## src/rtl/clkbank_pkg.sv

```systemverilog
package clkbank_pkg;

    localparam int DW = 8;

    // Register addresses (the mode register address is fixed by the system map)
    localparam logic [7:0] A_CTL0 = 8'h06;
    localparam logic [7:0] A_CTL1 = 8'h07;
    localparam logic [7:0] A_PROT = 8'h0A;
    localparam logic [7:0] A_CTL2 = 8'h0C;
    localparam logic [7:0] A_PLL  = 8'h1C;
    localparam logic [7:0] A_MODE = 8'h1E;

    localparam int NCREG = 4;
    // Index 0 = ctl0 ... index 3 = pll, packed low to high
    localparam logic [NCREG*8-1:0] CREG_ADDRS = {A_PLL, A_CTL2, A_CTL1, A_CTL0};

    // Mode register bit positions
    localparam int MB_FIXED1 = 0;
    localparam int MB_LOCK   = 1;
    localparam int MB_NMI    = 4;
    localparam int MB_PCLK   = 5;

    typedef struct packed {
        logic       clk_en;
        logic       mode_en;
    } guard_t;

    typedef struct packed {
        logic lock;
        logic nmi;
        logic pclk;
        logic werr;
    } mode_t;

endpackage

```

## src/rtl/clkbank_guard.sv

```systemverilog
module clkbank_guard
    import clkbank_pkg::*;
(
    input  logic       clk,
    input  logic       rst_n,
    input  logic       wr,
    input  logic [1:0] wdata,
    output logic       clk_wen_ok,
    output logic       mode_wen_ok,
    output logic [1:0] prot_bits
);
    guard_t st_d, st_q;

    always_comb begin
        st_d = st_q;
        if (wr) begin
            st_d.clk_en  = wdata[0];
            st_d.mode_en = wdata[1];
        end
    end

    always_ff @(posedge clk or negedge rst_n) begin
        if (!rst_n) st_q <= '0;
        else        st_q <= st_d;
    end

    assign clk_wen_ok  = st_q.clk_en;
    assign mode_wen_ok = st_q.mode_en;
    assign prot_bits   = {st_q.mode_en, st_q.clk_en};
endmodule

```

## src/rtl/clkbank_creg.sv

```systemverilog
module clkbank_creg #(
    parameter int              W     = 8,
    parameter logic [W-1:0]    RST   = '0,
    parameter logic [W-1:0]    LMASK = '0
) (
    input  logic         clk,
    input  logic         rst_n,
    input  logic         wr,
    input  logic         lock,
    input  logic [W-1:0] wdata,
    output logic [W-1:0] q
);
    typedef struct packed {
        logic [W-1:0] val;
    } creg_t;

    creg_t st_d, st_q;

    always_comb begin
        st_d = st_q;
        if (wr) begin
            if (lock) st_d.val = (st_q.val & LMASK) | (wdata & ~LMASK);
            else      st_d.val = wdata;
        end
    end

    always_ff @(posedge clk or negedge rst_n) begin
        if (!rst_n) st_q <= '{val: RST};
        else        st_q <= st_d;
    end

    assign q = st_q.val;
endmodule

```

## src/rtl/clkbank_mode.sv

```systemverilog
module clkbank_mode
    import clkbank_pkg::*;
(
    input  logic       clk,
    input  logic       rst_n,
    input  logic       wr,
    input  logic [7:0] wdata,
    input  logic       wait_req,
    output logic       lock,
    output logic       nmi,
    output logic       pclk,
    output logic       werr,
    output logic       wait_ok,
    output logic [7:0] rd_byte
);
    mode_t st_d, st_q;

    always_comb begin
        st_d      = st_q;
        st_d.werr = wait_req & st_q.lock;
        if (wr) begin
            st_d.lock = st_q.lock | wdata[MB_LOCK];
            st_d.nmi  = wdata[MB_NMI];
            st_d.pclk = wdata[MB_PCLK];
        end
    end

    always_ff @(posedge clk or negedge rst_n) begin
        if (!rst_n) st_q <= '0;
        else        st_q <= st_d;
    end

    always_comb begin
        rd_byte            = '0;
        rd_byte[MB_FIXED1] = 1'b1;
        rd_byte[MB_LOCK]   = st_q.lock;
        rd_byte[MB_NMI]    = st_q.nmi;
        rd_byte[MB_PCLK]   = st_q.pclk;
    end

    assign lock    = st_q.lock;
    assign nmi     = st_q.nmi;
    assign pclk    = st_q.pclk;
    assign werr    = st_q.werr;
    assign wait_ok = wait_req & ~st_q.lock;
endmodule

```

## src/rtl/clkbank.sv

```systemverilog
module clkbank
    import clkbank_pkg::*;
#(
    parameter int                    ADDR_W    = 5,
    parameter logic [NCREG*8-1:0]    CREG_RST  = {8'h12, 8'h00, 8'h20, 8'h08},
    parameter logic [NCREG*8-1:0]    CREG_LOCK = {8'hFF, 8'h01, 8'h03, 8'hA4}
) (
    input  logic              clk,
    input  logic              rst_n,
    input  logic              bus_we,
    input  logic [ADDR_W-1:0] bus_addr,
    input  logic [7:0]        bus_wdata,
    output logic [7:0]        bus_rdata,
    input  logic              wait_req,
    output logic              wait_ok,
    output logic              wait_err,
    output logic [7:0]        clk_ctl0,
    output logic [7:0]        clk_ctl1,
    output logic [7:0]        clk_ctl2,
    output logic [7:0]        pll_ctl,
    output logic              nmi_en,
    output logic              slow_pclk_en,
    output logic              clk_locked
);
    logic [ADDR_W-1:0] creg_addr [NCREG];
    logic [7:0]        creg_q    [NCREG];
    logic [NCREG-1:0]  creg_hit;
    logic              prot_hit, mode_hit;
    logic              clk_wen_ok, mode_wen_ok;
    logic [1:0]        prot_q;
    logic [7:0]        mode_rd;
    logic              lock_q;

    assign prot_hit = (bus_addr == ADDR_W'(A_PROT));
    assign mode_hit = (bus_addr == ADDR_W'(A_MODE));

    clkbank_guard u_guard (
        .clk        (clk),
        .rst_n      (rst_n),
        .wr         (bus_we & prot_hit),
        .wdata      (bus_wdata[1:0]),
        .clk_wen_ok (clk_wen_ok),
        .mode_wen_ok(mode_wen_ok),
        .prot_bits  (prot_q)
    );

    clkbank_mode u_mode (
        .clk     (clk),
        .rst_n   (rst_n),
        .wr      (bus_we & mode_hit & mode_wen_ok),
        .wdata   (bus_wdata),
        .wait_req(wait_req),
        .lock    (lock_q),
        .nmi     (nmi_en),
        .pclk    (slow_pclk_en),
        .werr    (wait_err),
        .wait_ok (wait_ok),
        .rd_byte (mode_rd)
    );

    for (genvar i = 0; i < NCREG; i++) begin : g_creg
        assign creg_addr[i] = ADDR_W'(CREG_ADDRS[i*8 +: 8]);
        assign creg_hit[i]  = (bus_addr == creg_addr[i]);
        clkbank_creg #(
            .W    (8),
            .RST  (CREG_RST[i*8 +: 8]),
            .LMASK(CREG_LOCK[i*8 +: 8])
        ) u_reg (
            .clk  (clk),
            .rst_n(rst_n),
            .wr   (bus_we & creg_hit[i] & clk_wen_ok),
            .lock (lock_q),
            .wdata(bus_wdata),
            .q    (creg_q[i])
        );
    end

    always_comb begin
        bus_rdata = '0;
        for (int i = 0; i < NCREG; i++) begin
            if (creg_hit[i]) bus_rdata = creg_q[i];
        end
        if (prot_hit) bus_rdata = {6'b0, prot_q};
        if (mode_hit) bus_rdata = mode_rd;
    end

    assign clk_ctl0   = creg_q[0];
    assign clk_ctl1   = creg_q[1];
    assign clk_ctl2   = creg_q[2];
    assign pll_ctl    = creg_q[3];
    assign clk_locked = lock_q;
endmodule

```

## config.mk

```make
export PLATFORM = sky130hd
export DESIGN_NAME = clkbank
export DESIGN_NICKNAME = d
export VERILOG_FILES = /design/src/rtl/clkbank_pkg.sv /design/src/rtl/clkbank_guard.sv /design/src/rtl/clkbank_creg.sv /design/src/rtl/clkbank_mode.sv /design/src/rtl/clkbank.sv
export SDC_FILE = /design/constraint.sdc
export NUM_CORES = 1
export LEC_CHECK = 0
export BUFFER_PORTS_ARGS = -buffer_cell sky130_fd_sc_hd__buf_2
export CAP_MARGIN = 5
export CELL_PAD_IN_SITES_DETAIL_PLACEMENT = 2
export CELL_PAD_IN_SITES_GLOBAL_PLACEMENT = 2
export CORE_ASPECT_RATIO = 1.4
export CORE_MARGIN = 5
export CORE_UTILIZATION = 36
export DETAILED_ROUTE_END_ITERATION = 8
export PLACE_DENSITY = 0.92
export SYNTH_ARGS = -nofsm -noshare
export SYNTH_HDL_FRONTEND = slang
export SYNTH_HIERARCHICAL = 1
export SYNTH_SLANG_ARGS = --single-unit
```

## constraint.sdc

```tcl
create_clock -name clk -period 4 [get_ports clk]
set_input_delay 0.2 -clock clk [delete_from_list [all_inputs] [get_ports clk]]
set_output_delay 0.2 -clock clk [all_outputs]
set_load 0.01 [all_outputs]
```

# Word level (Yosys, flattened, before mapping)
# Index checks and enable logic that the tools add are counted.
[word_totals]
regBits = 38
wordCells = 44
out_inout_bits = 45
input_bits = 17
[op_classes]
n_eq_ne = 6
n_bitwise = 18
n_reduce_logical = 1
n_mux = 9
[ops]
columns = ["op", "count"]
rows = [
  ["8-bit 2-to-1 mux", 9],
  ["1-bit AND", 13],
  ["5-bit by 3-bit == test with 1-bit output, second input constant", 2],
  ["5-bit by 4-bit == test with 1-bit output, second input constant", 2],
  ["5-bit == test, second input constant", 2],
  ["1-bit by 8-bit OR with 8-bit output", 1],
  ["2-bit by 8-bit OR with 8-bit output", 1],
  ["8-bit by 7-bit OR with 8-bit output", 1],
  ["2-bit AND reduction", 1],
  ["1-bit NOT", 1],
  ["1-bit OR", 1],
]

# Logic depth before layout (Yosys ltp)
[depth]
ltp_word = 7
ltp_mapped = 7

# Modules after synthesis
# Netlist, hierarchy kept.
[modules_own_cells]
columns = ["module", "n_inst", "cells_each", "area_per_inst_um2"]
rows = [
  ["clkbank", 1, 69, 491.7],
  ["clkbank_creg at g_creg[3].u_reg", 1, 18, 347.8],
  ["clkbank_creg at g_creg[1].u_reg", 1, 18, 324.1],
  ["clkbank_creg at g_creg[2].u_reg", 1, 18, 319.1],
  ["clkbank_creg at g_creg[0].u_reg", 1, 17, 300.3],
  ["clkbank_mode", 1, 19, 217.7],
  ["clkbank_guard", 1, 6, 87.6],
]

# Worst setup path before layout
# No wires, ideal clock.
[synth_path]
kind = "input to register"
startpoint = "input bus_addr[4]"
endpoint = "register g_creg[0].u_reg.st_q (netlist bit g_creg[0].u_reg/q[2])"
stages = 5
arrival_time_ps = 1618
path_buffers = 1
setup_slack_ps = 2254
path_cell_list = "buf_2 > nand4bb_1 > nor3_1 > nand2b_2 > mux2_1"
[synth_via]
elab_chain_len = 3
[synth_lines]
columns = ["item", "line", "source"]
rows = [
  ["start: declaration", "clkbank.sv:11", "input logic [ADDR_W-1:0] bus_addr,"],
  ["5-bit by 3-bit == test with 1-bit output", "clkbank.sv:63", "assign creg_hit[i] = (bus_addr == creg_addr[i]);"],
  ["1-bit AND (2 in a row)", "clkbank.sv:71", ".wr (bus_we & creg_hit[i] & clk_wen_ok),"],
  ["end signal: assignment", "clkbank_creg.sv:28", "if (!rst_n) st_q <= '{val: RST};"],
  ["end signal: assignment", "clkbank_creg.sv:29", "else st_q <= st_d;"],
  ["end: declaration", "clkbank_creg.sv:17", "creg_t st_d, st_q;"],
]
# No other way between the ends.
# A chain may end at the register's enable or synchronous reset.

# Worst setup path after layout
[layout_path]
startpoint = "register u_guard.st_q (netlist bit u_guard/clk_wen_ok)"
endpoint = "register g_creg[0].u_reg.st_q (netlist bit g_creg[0].u_reg/q[2])"
[layout_via]
elab_chain_len = 1
[layout_lines]
columns = ["item", "line", "source"]
rows = [
  ["start: declaration", "clkbank_guard.sv:12", "guard_t st_d, st_q;"],
  ["start signal: assignment", "clkbank_guard.sv:24", "else st_q <= st_d;"],
  ["1-bit AND", "clkbank.sv:71", ""],
]
# No other way between the ends.

==> impl_metrics.tcl <==
set metrics [dict create \
    outcome "finished, final reports clean" \
    setup_violations 0 \
    row_count 32 \
    end_kind "register" \
    holdBufCountCts 0 \
    clk_pin_slew_ps 80 \
    rsz0062_at_grt "false" \
    synth_area_um2 2090 \
    grt_pass1_vias 1823 \
    cellLeakagePower_uw 0.00128 \
    path_delay_family "simple AND/OR/NAND/NOR gates" \
    insertion_delay_ps 290 \
    dpl.hpwl_um 4860 \
    gp_congestion 0.848 \
    ios 62 \
    syn_inst 165 \
    htree_levels 2 \
    drc 0 \
    drive_gt1_share_pct 52.3 \
    die_h_um 100 \
    ys_seq_elements 38 \
    dr.first_iter.drc_count 108 \
    peakVddDrop_mv 0.173 \
    slowest_stage "nor3_1" \
    grt_pass1_wl_um 9900 \
    tightest_slew_ps 898 \
    cp.arrival_ps 2100 \
    synth.area.mux_share_pct 25.6 \
    r2r_setup_slack_ps 2060 \
    period_share_pct 48.4 \
    antenna_found_initial 0 \
    cts_root_buffer "clkbuf_8" \
    p_per_area_nw_per_um2 358 \
    cts_buffers 5 \
    start_util_pct 37.5 \
    tns_ps 0 \
    ant_nets 0 \
    gr-total-overflow 0 \
    port_buffers 61 \
    synth_edf_count 0 \
    finalCriticalPeriod_ps 1940 \
    finalMaxSlewViolations 0 \
    synthXorXnorAreaFrac_pct 0 \
    grt_usage_pct 17.7 \
    diodes 0 \
    ys_types 39 \
    crit_type "reg -> reg" \
    worstSetupStartpointType "register" \
    fin_worst_skew_ps 11.0 \
    cp.required_ps 4160 \
    fmax_mhz 517 \
    yosysSeqAreaShare_pct 45.8 \
    fin_util_pct 44.0 \
    synth_top_area_share_pct 40.7 \
    crit_fanout 6 \
    synth-async-reset-ratio_pct 100 \
    drtPass1Iterations 4 \
    fp.dieArea_um2 7450 \
    wire_per_inst_um 21.7 \
    synthSimpleGateAreaFrac_pct 12.3 \
    die-width_um 74.4 \
    yosys_warnings 6 \
    crit_path_max_incr_delay_ps 720 \
    synth_area_leaders "dfrtp_1 41%, mux2_2 11%, mux2_4 9.3%, dfstp_2 5.0%, buf_4 4.0%" \
    avgSynthCellArea_um2 12.7 \
    hold_viol 0 \
    synth_most_common_cell "dfrtp_1" \
    hold_class "in -> async" \
    synth_ff_type "dfrtp_1" \
    final_nets 236 \
    cts.sinks 38 \
    synth_compound_area_share_pct 8.51 \
    relSlewSlack_pct 39.7 \
    grt_max_degree 39 \
    num_vias 1553 \
    path_cells "nand2_1 -> nor3_1 -> nand2b_2 -> mux2_1" \
    routed_wl_um 6260 \
    synthAdderAreaFrac_pct 0 \
    worstPathBufferInverterCount 0 \
    synth_top_family_by_area "multiplexers" \
    cts_buffer_depth 2 \
    cts_setup_buffers 0 \
    synth_area_leader_cell "dfrtp_1" \
    cts_resized 0 \
    cts_tree "built" \
    vias_per_cell 5.39 \
    ys_top_cells_by_count "34 x dfrtp_1, 20 x mux2_2, 13 x mux2_4" \
    max_cap_violations 0 \
    area_growth_syn_to_layout_pct 17.3 \
    core_area_um2 5570 \
]
[final cells by class]
| class | count | area [um2] |
|---|---|---|
| Clock buffer | 7 | 86.3 |
| Clock inverter | 1 | 5.00 |
| Fill cell | 592 | 3120 |
| Inverter | 2 | 7.51 |
| Multi-Input combinational cell | 109 | 988 |
| Sequential cell | 38 | 956 |
| Tap cell | 68 | 85.1 |
| Timing Repair Buffer | 63 | 320 |
[sequential cells by signal, summed over array words and instances (netlist names)]
name,count
u_mode/lock,1
u_mode/werr,1
u_mode/nmi,1
u_guard/clk_wen_ok,1
g_creg.u_reg/q,32
u_mode/pclk,1
u_guard/mode_wen_ok,1
[power breakdown]
part           total, uW  switching (uW)  internal (uW)  leakage, uW
Clock                274             134            139    0.0000482
Sequential           451            31.1            419     0.000507
Combinational        153            80.7           71.9     0.000727
[worst reg2reg max path: cells and delay by family, from the launching register on]
family / cells / cell delay, ps
simple gates: 3 / 1060
flops: 1 / 390
mux: 1 / 360
[cell families (layout without fill, tap and decap cells)]
| family | Yosys count | after routing |
|---|---|---|
| mux | 44 | 44 |
| flops | 38 | 38 |
| simple gates | 36 | 36 |
| compound gates | 24 | 24 |
| buf+inv | 21 | 73 |
| other cells | 2 | 5 |
[layout by cell type, fill, tap and decap left out, types with 2 or more instances in the layout]
| cell type | n |
|---|---|
| mux2_2 | 20 |
| dfstp_2 | 4 |
| mux2_4 | 13 |
| nor3_1 | 4 |
| a221o_1 | 5 |
| nor4_1 | 2 |
| and2_1 | 2 |
| nand4bb_1 | 2 |
| o21ai_1 | 4 |
| dfrtp_1 | 34 |
| nand2b_1 | 2 |
| o21ai_0 | 2 |
| mux2i_1 | 8 |
| clkbuf_8 | 6 |
| inv_1 | 2 |
| conb_1 | 5 |
| buf_2 | 61 |
| mux2_1 | 3 |
| nor2b_4 | 2 |
| nor3b_1 | 2 |
| nor2_1 | 5 |
| buf_4 | 2 |
| o22ai_1 | 2 |
| a22oi_1 | 2 |
| a21oi_1 | 2 |
| o2bb2ai_1 | 5 |
| nand2_1 | 6 |
[path summary, 6_finish.rpt]
path | start | end | cells past startpoint
worst min register to register | g_creg[1].u_reg/q[2] | g_creg[1].u_reg/q[2] | 1
max in group asynchronous | rst_n | g_creg[2].u_reg/q[3] | 1
worst min-delay path | rst_n | u_mode/lock | 1
worst max-delay path | u_guard/clk_wen_ok | g_creg[0].u_reg/q[2] | 4
min in group clk | wait_req | u_mode/werr | 2
worst max register to register | u_guard/clk_wen_ok | g_creg[0].u_reg/q[2] | 4
[metrics by stage]
step / instance area (um2) / hold WS [ps] / cells / worst slack (ps) / total power (uW)
2_1_floorplan: 2100 / -95.6 / 168 / 2250 / 547
3_3_place_gp: 2360 / 354 / 280 / 1910 / 602
3_5_place_dp: 2360 / 369 / 280 / 1830 / 613
4_1_cts: 2450 / 49.1 / 288 / 2080 / 890
5_1_grt: 2450 / 105 / 288 / 1920 / 917
6_report: 2450 / 28.5 / 288 / 2060 / 877
[routing by layer]
layer	global-route usage, %	part of all wire [%]	up-vias
met4	6.30	1.6	0
li1	-	-	688
met5	0	0	-
met1	19.7	38	816
met3	2.61	4.0	7
met2	33.1	57	42
(Power assumes the default switching activity.)
